### config.mk
export PLATFORM = sky130hd
export DESIGN_NAME = pinchg_irq_ctrl
export DESIGN_NICKNAME = d
export VERILOG_FILES = /design/src/rtl/pcint_pkg.sv /design/src/rtl/pcint_sync.sv /design/src/rtl/pcint_edge.sv /design/src/rtl/pcint_regs.sv /design/src/rtl/pinchg_irq_ctrl.sv
export SDC_FILE = /design/constraint.sdc
export NUM_CORES = 1
export LEC_CHECK = 0
export CAP_MARGIN = 20
export CORE_ASPECT_RATIO = 0.7
export CORE_UTILIZATION = 57
export DETAILED_ROUTE_END_ITERATION = 16
export PLACE_DENSITY = 0.8
export SLEW_MARGIN = 10
export SYNTH_ARGS = -nofsm -noshare
export SYNTH_HDL_FRONTEND = slang
export SYNTH_SLANG_ARGS = --single-unit
### constraint.sdc
create_clock -name clk -period 1.93 [get_ports clk]
set_input_delay 0.193 -clock clk [delete_from_list [all_inputs] [get_ports clk]]
set_output_delay 0.193 -clock clk [all_outputs]
set_load 0.02 [all_outputs]
### src/rtl/pcint_pkg.sv
package pcint_pkg;
    localparam int ADDR_W = 2;

    typedef enum logic [ADDR_W-1:0] {
        SEL_ARM  = 2'd0,
        SEL_FLAG = 2'd1,
        SEL_POL  = 2'd2,
        SEL_NONE = 2'd3
    } reg_sel_e;
endpackage

### src/rtl/pcint_sync.sv
module pcint_sync #(
    parameter int W      = 8,
    parameter int STAGES = 2
) (
    input  logic         clk,
    input  logic         rst_n,
    input  logic [W-1:0] async_i,
    output logic [W-1:0] sync_o
);
    localparam int LAST = STAGES - 1;

    logic [STAGES-1:0][W-1:0] stage_d, stage_q;

    always_comb begin
        stage_d[0] = async_i;
        for (int s = 1; s < STAGES; s++) begin
            stage_d[s] = stage_q[s-1];
        end
    end

    always_ff @(posedge clk) begin
        if (!rst_n) stage_q <= '0;
        else        stage_q <= stage_d;
    end

    assign sync_o = stage_q[LAST];
endmodule

### src/rtl/pcint_edge.sv
module pcint_edge #(
    parameter int W = 8
) (
    input  logic         clk,
    input  logic         rst_n,
    input  logic [W-1:0] sync_i,
    input  logic [W-1:0] pol_i,
    output logic [W-1:0] act_o
);
    logic [W-1:0] prev_d, prev_q;

    always_comb begin
        prev_d = sync_i;
    end

    always_ff @(posedge clk) begin
        if (!rst_n) prev_q <= '0;
        else        prev_q <= prev_d;
    end

    // Only transitions of the synchronized input count; polarity picks one direction.
    for (genvar p = 0; p < W; p++) begin : g_pin
        logic rise, fall;
        assign rise     = sync_i[p] & ~prev_q[p];
        assign fall     = ~sync_i[p] & prev_q[p];
        assign act_o[p] = pol_i[p] ? rise : fall;
    end
endmodule

### src/rtl/pcint_regs.sv
module pcint_regs
    import pcint_pkg::*;
#(
    parameter int W = 8
) (
    input  logic              clk,
    input  logic              rst_n,
    input  logic [ADDR_W-1:0] addr_i,
    input  logic              wr_i,
    input  logic [W-1:0]      wdata_i,
    input  logic [W-1:0]      act_i,
    output logic [W-1:0]      rdata_o,
    output logic [W-1:0]      arm_o,
    output logic [W-1:0]      flag_o,
    output logic [W-1:0]      pol_o,
    output logic              irq_o
);
    typedef struct packed {
        logic [W-1:0] arm;
        logic [W-1:0] flag;
        logic [W-1:0] pol;
    } regs_t;

    regs_t    regs_d, regs_q;
    reg_sel_e sel;

    assign sel = reg_sel_e'(addr_i);

    always_comb begin
        logic [W-1:0] clr;
        regs_d = regs_q;
        clr    = '0;
        if (wr_i) begin
            unique case (sel)
                SEL_ARM:  regs_d.arm = wdata_i;
                SEL_POL:  regs_d.pol = wdata_i;
                SEL_FLAG: clr        = wdata_i;
                default:  ;
            endcase
        end
        // A new edge outranks a clear on the same bit.
        regs_d.flag = (regs_q.flag & ~clr) | act_i;
    end

    always_ff @(posedge clk) begin
        if (!rst_n) regs_q <= '0;
        else        regs_q <= regs_d;
    end

    always_comb begin
        unique case (sel)
            SEL_ARM:  rdata_o = regs_q.arm;
            SEL_FLAG: rdata_o = regs_q.flag;
            SEL_POL:  rdata_o = regs_q.pol;
            default:  rdata_o = '0;
        endcase
    end

    assign arm_o  = regs_q.arm;
    assign flag_o = regs_q.flag;
    assign pol_o  = regs_q.pol;
    assign irq_o  = |(regs_q.flag & regs_q.arm);
endmodule

### src/rtl/pinchg_irq_ctrl.sv
module pinchg_irq_ctrl
    import pcint_pkg::*;
#(
    parameter int NPINS = 8
) (
    input  logic              clk,
    input  logic              rst_n,
    input  logic [NPINS-1:0]  pin_i,
    input  logic [ADDR_W-1:0] bus_addr,
    input  logic              bus_wr,
    input  logic [NPINS-1:0]  bus_wdata,
    output logic [NPINS-1:0]  bus_rdata,
    output logic              irq_o
);
    logic [NPINS-1:0] sync_vec;
    logic [NPINS-1:0] act_vec;
    logic [NPINS-1:0] arm_vec;
    logic [NPINS-1:0] flag_vec;
    logic [NPINS-1:0] pol_vec;

    pcint_sync #(.W(NPINS), .STAGES(2)) u_sync (
        .clk     (clk),
        .rst_n   (rst_n),
        .async_i (pin_i),
        .sync_o  (sync_vec)
    );

    pcint_edge #(.W(NPINS)) u_edge (
        .clk    (clk),
        .rst_n  (rst_n),
        .sync_i (sync_vec),
        .pol_i  (pol_vec),
        .act_o  (act_vec)
    );

    pcint_regs #(.W(NPINS)) u_regs (
        .clk     (clk),
        .rst_n   (rst_n),
        .addr_i  (bus_addr),
        .wr_i    (bus_wr),
        .wdata_i (bus_wdata),
        .act_i   (act_vec),
        .rdata_o (bus_rdata),
        .arm_o   (arm_vec),
        .flag_o  (flag_vec),
        .pol_o   (pol_vec),
        .irq_o   (irq_o)
    );
endmodule

Yosys cells after proc, flatten, opt, wreduce, memory -nomap -nowiden:

Cells that the tools add are included.

* flip-flop bits (word level): 48
* input bits: 21
* bits in latches: 0
* memories kept: 0
* ROM bits: 0
* output and inout port bits: 9
* logic and storage cells: 59
* bits in writable memories: 0

* reduce and logical (&&, ||, !) cells: 4
* div/mod/pow operators: 0
* multiplexer cells: 11
* magnitude comparators: 0
* add/subtract/negate cells: 0
* equality and inequality tests: 2
* shift operators: 0
* multipliers: 0
* bitwise logic cells: 36

Operators by type and width (number)
* one-hot mux 8 bit (3 select lines): 1
* bitwise AND 1 bit: 16
* bitwise AND 8 bit: 2
* two-way mux 8 bit: 2
* NOT 1 bit: 16
* two-way mux 1 bit: 8
* NOT 8 bit: 1
* bitwise OR 8 bit: 1
* OR reduction 8 bit: 1
* AND reduction 2 bit: 2
* == test 2 x 1 -> 1 bit (second input constant): 1
* == test 2 bit (second input constant): 1
* zero test 2 bit: 1

Longest topological paths before layout:

Gate-level depths: netlist (run 1).

* word-level depth: 6
* gate-level depth with buffers: 5
* depth with buffers taken out: 2

Modules after synthesis:

A second synthesis (run 1) with hierarchy kept.

* cell total of the unflattened synthesis: 195
* area, all modules: 1974.4 µm²

By module, submodules not included
* pcint_regs: seq. area each 480.5 µm², area each 1127.3 µm², instances 1, cells an instance 122
* pcint_sync: seq. area each 320.3 µm², area each 446.7 µm², instances 1, cells an instance 33
* pcint_edge: seq. area each 160.2 µm², area each 400.4 µm², instances 1, cells an instance 40

Least setup slack after synthesis (run 1):

OpenSTA, ideal clock, no wires.

* kind: in2out
* start point: input bus_addr[0]
* end point: output bus_rdata[0]
* stages: 4
* arrival time: 0.927 ns
* buffers on the path: 2
* required time: 1.737 ns
* slack: 0.810 ns
* cell sequence: buf_6 -> buf_8 -> mux2i_1 -> o2bb2ai_1

* word-level cells in the longest chain between the ends: 2
* elaborated cells on any way between the ends: 4
* those cells by class: eq/ne: 2; mux: 1; reduce/logical: 1

Ends and longest elaborated chain
* start, declared: RTL line pinchg_irq_ctrl.sv:9 `input logic [ADDR_W-1:0] bus_addr,`
* == test 2 bit (tied with other cells): RTL line pcint_regs.sv:51 `unique case (sel)`
* one-hot mux 8 bit (3 select lines) (*): RTL line pcint_regs.sv:51
* end, declared: RTL line pinchg_irq_ctrl.sv:12 `output logic [NPINS-1:0] bus_rdata,`

Every way passes the cells marked *; elsewhere a longest branch is shown, timed or not.

Worst setup path after layout (run 1):

* start point: register u_regs.regs_q[12] (netlist: u_regs.flag_o[4])
* end point: output irq_o

* word-level cells in the longest chain between the ends: 2

Ends and longest elaborated chain
* start, declared: RTL line pcint_regs.sv:24 `regs_t regs_d, regs_q;`
* start signal, assigned: RTL line pcint_regs.sv:47 `else regs_q <= regs_d;`
* bitwise AND 8 bit: RTL line pcint_regs.sv:62 `assign irq_o = |(regs_q.flag & regs_q.arm);`
* OR reduction 8 bit: RTL line pcint_regs.sv:62
* end, declared: RTL line pinchg_irq_ctrl.sv:13 `output logic irq_o`

No other way between the ends.

==> results of run 1 <==
[power by group]
part	switching, W	internal, W	total (W)
combinational	0.0000858	0.000100	0.000186
sequential	0.0000230	0.00103	0.00105
clock	0.000311	0.000319	0.000630
total	0.000419	0.00145	0.00187
[cell families after synthesis]
group / after synthesis
AO/OA/AOI/OAI: 20
buffers and inverters: 15
flip-flops: 48
multiplexers: 24
AND/OR/NAND/NOR: 76
[final cells by class]
| cell class | instances | area, sq um | share of cell area |
|---|---|---|---|
| well taps | 47 | 58.8 | 0.0243 |
| clock buffers | 7 | 96.3 | 0.0397 |
| multi-input cells | 120 | 953 | 0.393 |
| repair buffers | 38 | 355 | 0.147 |
| flip-flops and latches | 48 | 961 | 0.396 |
[per-stage QoR]
step	utilization	TNS, ns	cells	power [W]	hold WS, ns
6_report	0.740	0	260	0.00187	0.435
5_1_grt	0.740	0	260	0.00194	0.443
2_1_floorplan	-	0	183	0.00119	0.320
3_5_place_dp	0.714	-0.177	253	0.00126	0.418
3_3_place_gp	0.714	-0.0409	253	0.00126	0.415
4_1_cts	0.740	0	260	0.00188	0.437
[cells in the mapped netlist, types with 2 or more instances]
master | count | area, sq um
nand4b_1 | 7 | 61.3
o2bb2ai_1 | 8 | 70.1
and4bb_1 | 6 | 75.1
buf_8 | 2 | 30.0
nand2_1 | 24 | 90.1
buf_2 | 3 | 15.0
and4bb_2 | 2 | 25.0
buf_4 | 5 | 37.5
and4b_1 | 8 | 80.1
dfxtp_1 | 48 | 961
a311o_1 | 8 | 80.1
mux2i_1 | 24 | 240
a22oi_1 | 4 | 30.0
clkbuf_1 | 3 | 11.3
buf_6 | 2 | 22.5
and2_1 | 24 | 150
[final timing paths]
kind / slack [ns] / endpoint / cells after the start
min: 0.44 / u_sync.sync_o[4]$_SDFF_PN0_ / 1
max: 0.14 / irq_o / 3
min reg2reg: 0.44 / u_sync.sync_o[4]$_SDFF_PN0_ / 1
max reg2reg: 0.94 / u_regs.flag_o[7]$_SDFF_PN0_ / 2
[registers in the layout (all words and copies together), names as in the netlist]
register	flops
u_edge.prev_q	8
u_regs.arm_o	8
u_regs.flag_o	8
u_regs.pol_o	8
u_sync.stage_d	8
u_sync.sync_o	8
[worst register-to-register path, cell delays in order, from the launching register on]
cell,delay (ns)
dfxtp_1,0.35
and4b_1,0.22
a311o_1,0.32
[layer usage]
| metal | wire (um) | share of wire | vias to the layer above | global-route usage |
|---|---|---|---|---|
| met5 | 0 | 0 | - | 0 |
| met4 | 90 | 0.023 | 0 | 0.141 |
| met3 | 129 | 0.033 | 10 | 0.0523 |
| met2 | 1800 | 0.46 | 30 | 0.367 |
| met1 | 1860 | 0.48 | 693 | 0.279 |
| li1 | - | - | 726 | - |
==> qor.yml, run 1 <==
ant_nets: 0
required_ns: 1.74
antenna_found_initial: 0
detailedRoute.firstIterationViolations: 97
place_congestion: 0.738
post_cts_resized: 8
nets: 234
final.fill_count: 244
grt_usage: 0.228
fin_area_sq_um: 2420
startpoint: "u_regs.flag_o[4]$_SDFF_PN0_"
clockRootBuffer: "clkbuf_8"
place_ws_ns: -0.0363
post-dp-hpwl_mm: 2.61
wl_per_cell_um: 14.9
dieArea_sq_um: 3810
fin_skew_ns: 0.00450
critPathTopFamily: "buffers and inverters"
hold_start: "u_sync.stage_d[12]$_SDFF_PN0_"
status: "completed"
maxCapViolations: 0
yosysWarningCount: 0
remaining_drc_errors: 0
timing.final.ws_setup_ns: 0.145
die_w_um: 73.3
hold_class: "flop to flop"
setup_violations: 0
grt_pass1_wl_mm: 6.31
layout_common_cells: "dfxtp_1, mux2i_1, and2_1, nand2_1, clkdlybuf4s50_1"
start_kind: "flop"
synthAdderAreaFrac: 0
grt_pass1_vias: 1364
h-tree-depth: 2
final_common_cell: "dfxtp_1"
syn_inst: 183
cp_max_fo: 3
routed_wl_mm: 3.88
grt_max_degree: 73
crit_path_max_incr_delay_ns: 0.56
synth_top_family_by_area: "simple AND/OR/NAND/NOR gates"
worstSetupPathType: "flop to primary output"
reg2reg_from: "u_regs.pol_o[7]$_SDFFE_PN0P_"
cts.clk_slew.worst_paths_ns: 0.08
rsz0062_at_grt: "no"
via_count: 1459
io_pins: 30
yosys.cell_types.count: 21
period_minus_slack_ns: 1.79
cts_made_buffers: 5
hold_buffers: 0
fmax_mhz: 560
syn_area_sq_um: 2030
fp-row-count: 17
avgSynthCellArea_sq_um: 11.1
cp_slowest_cell: "clkdlybuf4s50_1"
clk_path_buf_depth: 2
fin_crit_sh: 0.925
yosysSeqAreaShare: 0.473
placed_area_sq_um: 2340
tritoncts: "built"
power.density_nw_per_um2: 770
arrival_ns: 1.59
ys.flop_type: "dfxtp_1"
leakagePower_nw: 1.04
final_hold_viol_count: 0
clock-sinks: 48
relSlewSlack: 0.345
synth_compound_area_frac: 0.0887
synth-xor-area-share: 0
insertion_delay_ns: 0.30
synth-simple-area-share: 0.262
numPortBuffers: 29
grt_overflow: 0
synthMuxAreaShare: 0.118
area_growth_syn_to_layout_pct: 19.4
synth_nets: 204
worstSetupEndpointType: "primary output"
drv_slew: 0
layout-drive-gt1-share: 0.0939
ys_seq_elements: 48
antenna_cells: 0
cts_setup_buffers: 0
synth-edff-count: 0
start_util: 0.620
crit_chain: "a22oi_1 -> nand4_1 -> clkdlybuf4s50_1"
cp_num_buf_inv: 1
async_flop_share: 0
tightest_slew_ns: 0.982
die_h_um: 51.9
via_per_inst: 5.61
dr.pass1.iters: 4
ir_drop_mv: 0.582
core_sq_um: 3280
(Power assumes the default switching activity.)
==> run 2, diff against run 1 <==
Settings changed: CORE_MARGIN set to 8, RECOVER_POWER set to 50.
==> run 2 against run 1 <==
  * Combinational power barely moved
  * Via count fell by 1.2%
  * Final cell count rose by 1.5%
  * Critical path depth did not move
  * Largest power group unchanged
  * Highest routed layer unchanged
==> qor.yml, run 2 (synthesis gave the netlist of run 1 again) <==
area_growth_syn_to_layout_pct: 18.4
status: "completed"
clk_path_buf_depth: 2  # unchanged
met1_length_mm: 1.84  # -1.1%
place_congestion: 0.777  # +5.3%
die_w_um: 87.3  # +19%
die_h_um: 65.9  # +27%
grt_pass1_wl_mm: 6.69  # +6.1%
layout_common_cells: "dfxtp_1, mux2i_1, nand2_1"
fp-row-count: 18  # +1
cts_made_buffers: 5  # unchanged
holdPathEnd: "u_sync.sync_o[4]$_SDFF_PN0_"
worstSetupEndpointType: "primary output"
post-dp-hpwl_mm: 2.77  # +6.1%
nets: 235  # +0.43%
hold_buffers: 0  # unchanged
final_cell_count_no_fill: 264  # +1.5%
r2r_end: "u_regs.flag_o[6]$_SDFF_PN0_"
setup_violations: 0  # unchanged
power.density_nw_per_um2: 741  # -3.7%
clock-sinks: 48  # unchanged
reg2reg_from: "u_regs.pol_o[6]$_SDFFE_PN0P_"
relSlewSlack: 0.284  # -0.0611
grt_max_degree: 73  # unchanged
fin_hold_ws_ns: 0.439  # +0.00356 ns
dp_cells: 257  # +1.6%
worstSetupPathType: "flop to primary output"
met3WireLength_um: 198  # +53%
antenna_found_initial: 0  # unchanged
via_per_inst: 5.46  # -2.7%
ir_drop_mv: 0.576  # -0.98%
leakagePower_nw: 1.02  # -1.5%
arrival_ns: 1.57  # -0.02 ns
layout-drive-gt1-share: 0.0935  # -0.000439
tightest_slew_ns: 1.07  # +0.0916 ns
rsz0062_at_grt: "no"
worst-r2r-cell-count: 2  # unchanged
numPortBuffers: 29  # unchanged
remaining_drc_errors: 0  # unchanged
cp_max_fo: 3  # unchanged
clockRootBuffer: "clkbuf_8"
start_kind: "flop"
cts.clk_slew.worst_paths_ns: 0.08  # about the same
grt_overflow: 0  # unchanged
maxCapViolations: 0  # unchanged
final_hold_viol_count: 0  # unchanged
antenna_cells: 0  # unchanged
routed_wl_mm: 3.93  # +1.2%
final_common_cell: "dfxtp_1"
hold_class: "flop to flop"
via_count: 1442  # -1.2%
fmax_mhz: 566  # +1.1%
hold_start: "u_sync.stage_d[12]$_SDFF_PN0_"
h-tree-depth: 2  # unchanged
detailedRoute.firstIterationViolations: 44  # -55%
fin_crit_sh: 0.915  # -0.00976
dr_wl_met2_mm: 1.85  # +3.0%
r2r_slack_ns: 0.93  # about the same
core_sq_um: 3470  # +5.9%
io_pins: 30  # unchanged
dr.pass1.iters: 4  # unchanged
insertion_delay_ns: 0.29  # about the same
fin_skew_ns: 0.00816  # +0.00366 ns
grt_pass1_vias: 1443  # +5.8%
grt_usage: 0.146  # -0.0826
dieArea_sq_um: 5760  # +51%
start_util: 0.585  # -0.0344
required_ns: 1.74  # about the same
period_minus_slack_ns: 1.77  # -0.0188 ns
drv_slew: 0  # unchanged
top_layer: "met4"
hold_depth: 1  # unchanged
tritoncts: "built"
ant_nets: 0  # unchanged
wl_per_cell_um: 14.9  # -0.32%
==> run 2: cell types whose count changed in the layout (fill, tap and decap cells not counted), sizes merged <==
cell	delta
clkinv	+1
==> run 2: per-stage QoR <==
| step | setup TNS (ns) | setup WS (ns) | utilization | instance area (sq um) | power, W |
|---|---|---|---|---|---|
| detailed placement | -0.215 | -0.0460 | 0.674 | 2340 | 0.00126 |
| global placement | -0.145 | -0.0522 | 0.674 | 2340 | 0.00126 |
| finish | 0 | 0.164 | 0.693 | 2400 | 0.00178 |
| CTS | 0 | 0.147 | 0.693 | 2400 | 0.00180 |
| floorplan | 0 | 0.810 | - | 2030 | 0.00119 |
| global route | 0 | 0.0668 | 0.693 | 2400 | 0.00186 |
==> run 2: how the worst max path moves through the flow <==
stage                     depth (start not counted)  slack, ns      endpoint                        start
after floorplan                                   4       0.81  bus_rdata[0]                  bus_addr[0]
after global placement                            5      -0.05  bus_rdata[1]                  bus_addr[1]
after detailed placement                          5      -0.05  bus_rdata[1]                  bus_addr[0]
after CTS                                         3       0.15         irq_o  u_regs.flag_o[4]$_SDFF_PN0_
after global routing                              3       0.07         irq_o  u_regs.flag_o[4]$_SDFF_PN0_
final                                             3       0.16         irq_o  u_regs.flag_o[4]$_SDFF_PN0_
==> run 2: per-layer routing <==
| metal | up-vias | global-route usage |
|---|---|---|
| met5 | - | 0 |
| met4 | 0 | 0.0512 |
| met3 | 4 | 0.0484 |
| met2 | 23 | 0.241 |
| met1 | 686 | 0.173 |
| li1 | 729 | - |
==> run 2: cell type report <==
type | count | area, sq um
clock buffer | 6 | 72.6
clock inverter | 1 | 5.00
fill | 276 | 1060
multi-input combinational | 120 | 953
sequential | 48 | 961
tap | 50 | 62.6
timing repair buffer | 39 | 350
==> run 2: critical path, cell delays in order, from the launching register on <==
cell	delay (ns)
dfxtp_1	0.33
a22oi_1	0.27
nand4_1	0.14
clkdlybuf4s50_1	0.56
==> run 2: power by group <==
part	leakage, nW	internal, W	total [W]	switching (W)
Combinational	0.586	0.0000989	0.000184	0.0000847
Sequential	0.393	0.00103	0.00105	0.0000228
Clock	0.0410	0.000247	0.000548	0.000301
Total	1.02	0.00137	0.00178	0.000409
==> run 2: what timing repair did <==
item,in CTS,in global routing
setup buffers,0,0
resized for setup,8,0
endpoints found under the setup margin,8,0
==> run 3, diff against run 2 <==
Settings changed: PLACE_DENSITY 0.8 to 0.92, SYNTH_HIERARCHICAL set to 1.
==> run 3 against run 2 <==
  * Cell area unchanged
  * Maximum frequency increased by 0.64%
  * Register-to-register slack about the same
  * Final cell count increased by 6.8%
  * Core utilization increased by 0.91 points
  * Sequential share of layout area unchanged
  * Global-route usage decreased by 0.31 points
  * Die area decreased by 2.2%
  * Hold slack improved by 0.011 ns
  * Sequential cell count unchanged
==> qor.yml, run 3 <==
maxCapViolations: 0  # unchanged
synth-edff-count: 0  # unchanged
setup_tns_ns: 0  # unchanged
antenna_cells: 0  # unchanged
clock-sinks: 48  # unchanged
hold_buffers: 0  # unchanged
ys_seq_elements: 48  # unchanged
leakagePower_nw: 0.996  # -2.4%
finalPower_w: 0.00179  # +0.59%
hold_depth: 1  # unchanged
tritoncts: "built"
clockRootBuffer: "clkbuf_8"
routed_wl_mm: 3.79  # -3.6%
clockPowerShare: 0.313  # +0.006
seqPwrFrac: 0.587  # -0.003
seqCellArea_sq_um: 961  # unchanged
layout-drive-gt1-share: 0.194  # +0.101
core_sq_um: 3420  # -1.3%
final_cell_count_no_fill: 282  # +6.8%
post_cts_resized: 8  # unchanged
grt_pass1_wl_mm: 6.55  # -2.2%
area_growth_syn_to_layout_pct: 21.8
fp-row-count: 18  # unchanged
fin_crit_sh: 0.909  # -0.00580
yosysWarningCount: 6  # +6
avgSynthCellArea_sq_um: 10.1  # -8.8%
async_flop_share: 0  # unchanged
layout_common_cells: "dfxtp_1, nand2_1, mux2i_1"
synth_top_area_frac: 0.487  # +0.0135
required_ns: 1.74  # about the same
cts_setup_buffers: 0  # unchanged
worst-r2r-cell-count: 4  # +2
via_count: 1449  # +0.49%
synth_area_leaders: "dfxtp_1, mux2i_1, and2_2"
grt_max_degree: 41  # -44%
grt_overflow: 0  # unchanged
fin_skew_ns: 0.00438  # -0.00379 ns
ir_drop_mv: 0.519  # -10%
syn_area_sq_um: 1970  # -2.8%
dieArea_sq_um: 5630  # -2.2%
yosysSeqAreaShare: 0.487  # +0.0135
reg2reg_from: "u_sync/sync_o[2]$_SDFF_PN0_"
cp_max_fo: 5  # +2
period_minus_slack_ns: 1.76  # -0.0112 ns
nets: 252  # +7.2%
p_sw_frac: 0.231  # +0.00163
drv_slew: 0  # unchanged
fin_area_sq_um: 2400  # unchanged
multi_input_area_sq_um: 915  # -4.1%
dr.pass1.iters: 4  # unchanged
via_per_inst: 5.14  # -5.9%
yosys.cell_types.count: 20  # -4.8%
fmax_mhz: 570  # +0.64%
syn_inst: 195  # +6.6%
place_congestion: 0.786  # +1.1%
insertion_delay_ns: 0.29  # about the same
start_kind: "primary input"
arrival_ns: 1.56  # about the same
hold_start: "u_sync/stage_d[15]$_SDFF_PN0_"
relSlewSlack: 0.556  # +0.272
worstSetupEndpointType: "primary output"
power.density_nw_per_um2: 746  # +0.59%
p_sw_w: 0.000414  # +1.3%
post-dp-hpwl_mm: 2.79  # +1.0%
dp_cells: 274  # +6.6%
worstSetupPathType: "primary input to primary output"
r2r_slack_ns: 0.94  # about the same
yosysMostFrequentCell: "dfxtp_1"
holdPathEnd: "u_sync/sync_o[7]$_SDFF_PN0_"
r2r_end: "u_regs/flag_o[2]$_SDFF_PN0_"
detailedRoute.firstIterationViolations: 60  # +36%
ant_nets: 0  # unchanged
synth_nets: 216  # +5.9%
grt_pass1_vias: 1453  # +0.69%
io_pins: 30  # unchanged
cts_made_buffers: 5  # unchanged
die_h_um: 65.2  # -1.1%
cts.clk_slew.worst_paths_ns: 0.08  # about the same
fin_hold_ws_ns: 0.450  # +0.0114 ns
hold_class: "flop to flop"
clk_path_buf_depth: 2  # unchanged
antenna_found_initial: 0  # unchanged
h-tree-depth: 2  # unchanged
die_w_um: 86.3  # -1.1%
placed_area_sq_um: 2330  # -0.16%
final_hold_viol_count: 0  # unchanged
rsz0062_at_grt: "no"
grt_usage: 0.143  # -0.00307
start_util: 0.577  # -0.00874
tightest_slew_ns: 0.666  # -0.407 ns
status: "completed"
final.fill_count: 288  # +4.3%
ys.flop_type: "dfxtp_1"
final_common_cell: "dfxtp_1"
synth_top_area_cell: "dfxtp_1"
setup_violations: 0  # unchanged
p_comb_frac: 0.100  # -0.003
p_int_w: 0.00138  # +0.37%
remaining_drc_errors: 0  # unchanged
ys_top_cells_by_count: "dfxtp_1, nand2_1, mux2i_1"
numPortBuffers: 29  # unchanged
wl_per_cell_um: 13.4  # -9.7%
## run 3: worst max path at each step
stage	depth (start not counted)	to	start	slack (ns)
2_1_floorplan	4	bus_rdata[0]	bus_addr[1]	0.88
3_3_place_gp	5	bus_rdata[1]	bus_addr[1]	-0.03
3_5_place_dp	5	bus_rdata[1]	bus_addr[1]	-0.08
4_1_cts	5	bus_rdata[1]	bus_addr[1]	0.19
5_1_grt	3	irq_o	u_regs/flag_o[5]$_SDFF_PN0_	0.11
6_report	5	bus_rdata[0]	bus_addr[1]	0.17
## run 3: logic make-up after synthesis
group	Yosys count	share of synthesized area
simple gates	69	0.195
mux	24	0.122
compound gates	36	0.147
buf+inv	18	0.0501
flops	48	0.487
## run 3: metrics by stage
| step | util | setup slack (ns) |
|---|---|---|
| floorplan | - | 0.883 |
| global placement | 0.682 | -0.0304 |
| detailed placement | 0.682 | -0.0796 |
| CTS | 0.704 | 0.186 |
| global route | 0.702 | 0.106 |
| finish | 0.702 | 0.175 |
## run 3: power by group through the flow
stage	clock (W)	combinational [W]	sequential (W)
after floorplan	0	0.000104	0.00107
after detailed placement	0	0.000184	0.00108
after global placement	0	0.000178	0.00107
final	0.000561	0.000178	0.00105
after global routing	0.000625	0.000195	0.00106
after CTS	0.000586	0.000181	0.00105
## run 3: routing by layer
metal	track usage	routed length, um	up-vias
li1	-	-	735
met1	0.180	1830	674
met2	0.227	1730	38
met3	0.0473	219	2
met4	0.0406	16	0
met5	0	0	-
## run 3: worst max-delay path: stages
cell             delay, ns
clkdlybuf4s50_1       0.56
buf_4                 0.18
mux2i_1               0.21
o2bb2ai_1             0.10
dlygate4sd2_1         0.33
## run 3: area by class of cell
class / count / share of cell area
sequential: 48 / 0.400
multi-input combinational: 129 / 0.380
timing repair buffer: 39 / 0.145
clock buffer: 5 / 0.0286
tap: 50 / 0.0260
inverter: 8 / 0.0125
clock inverter: 3 / 0.00780
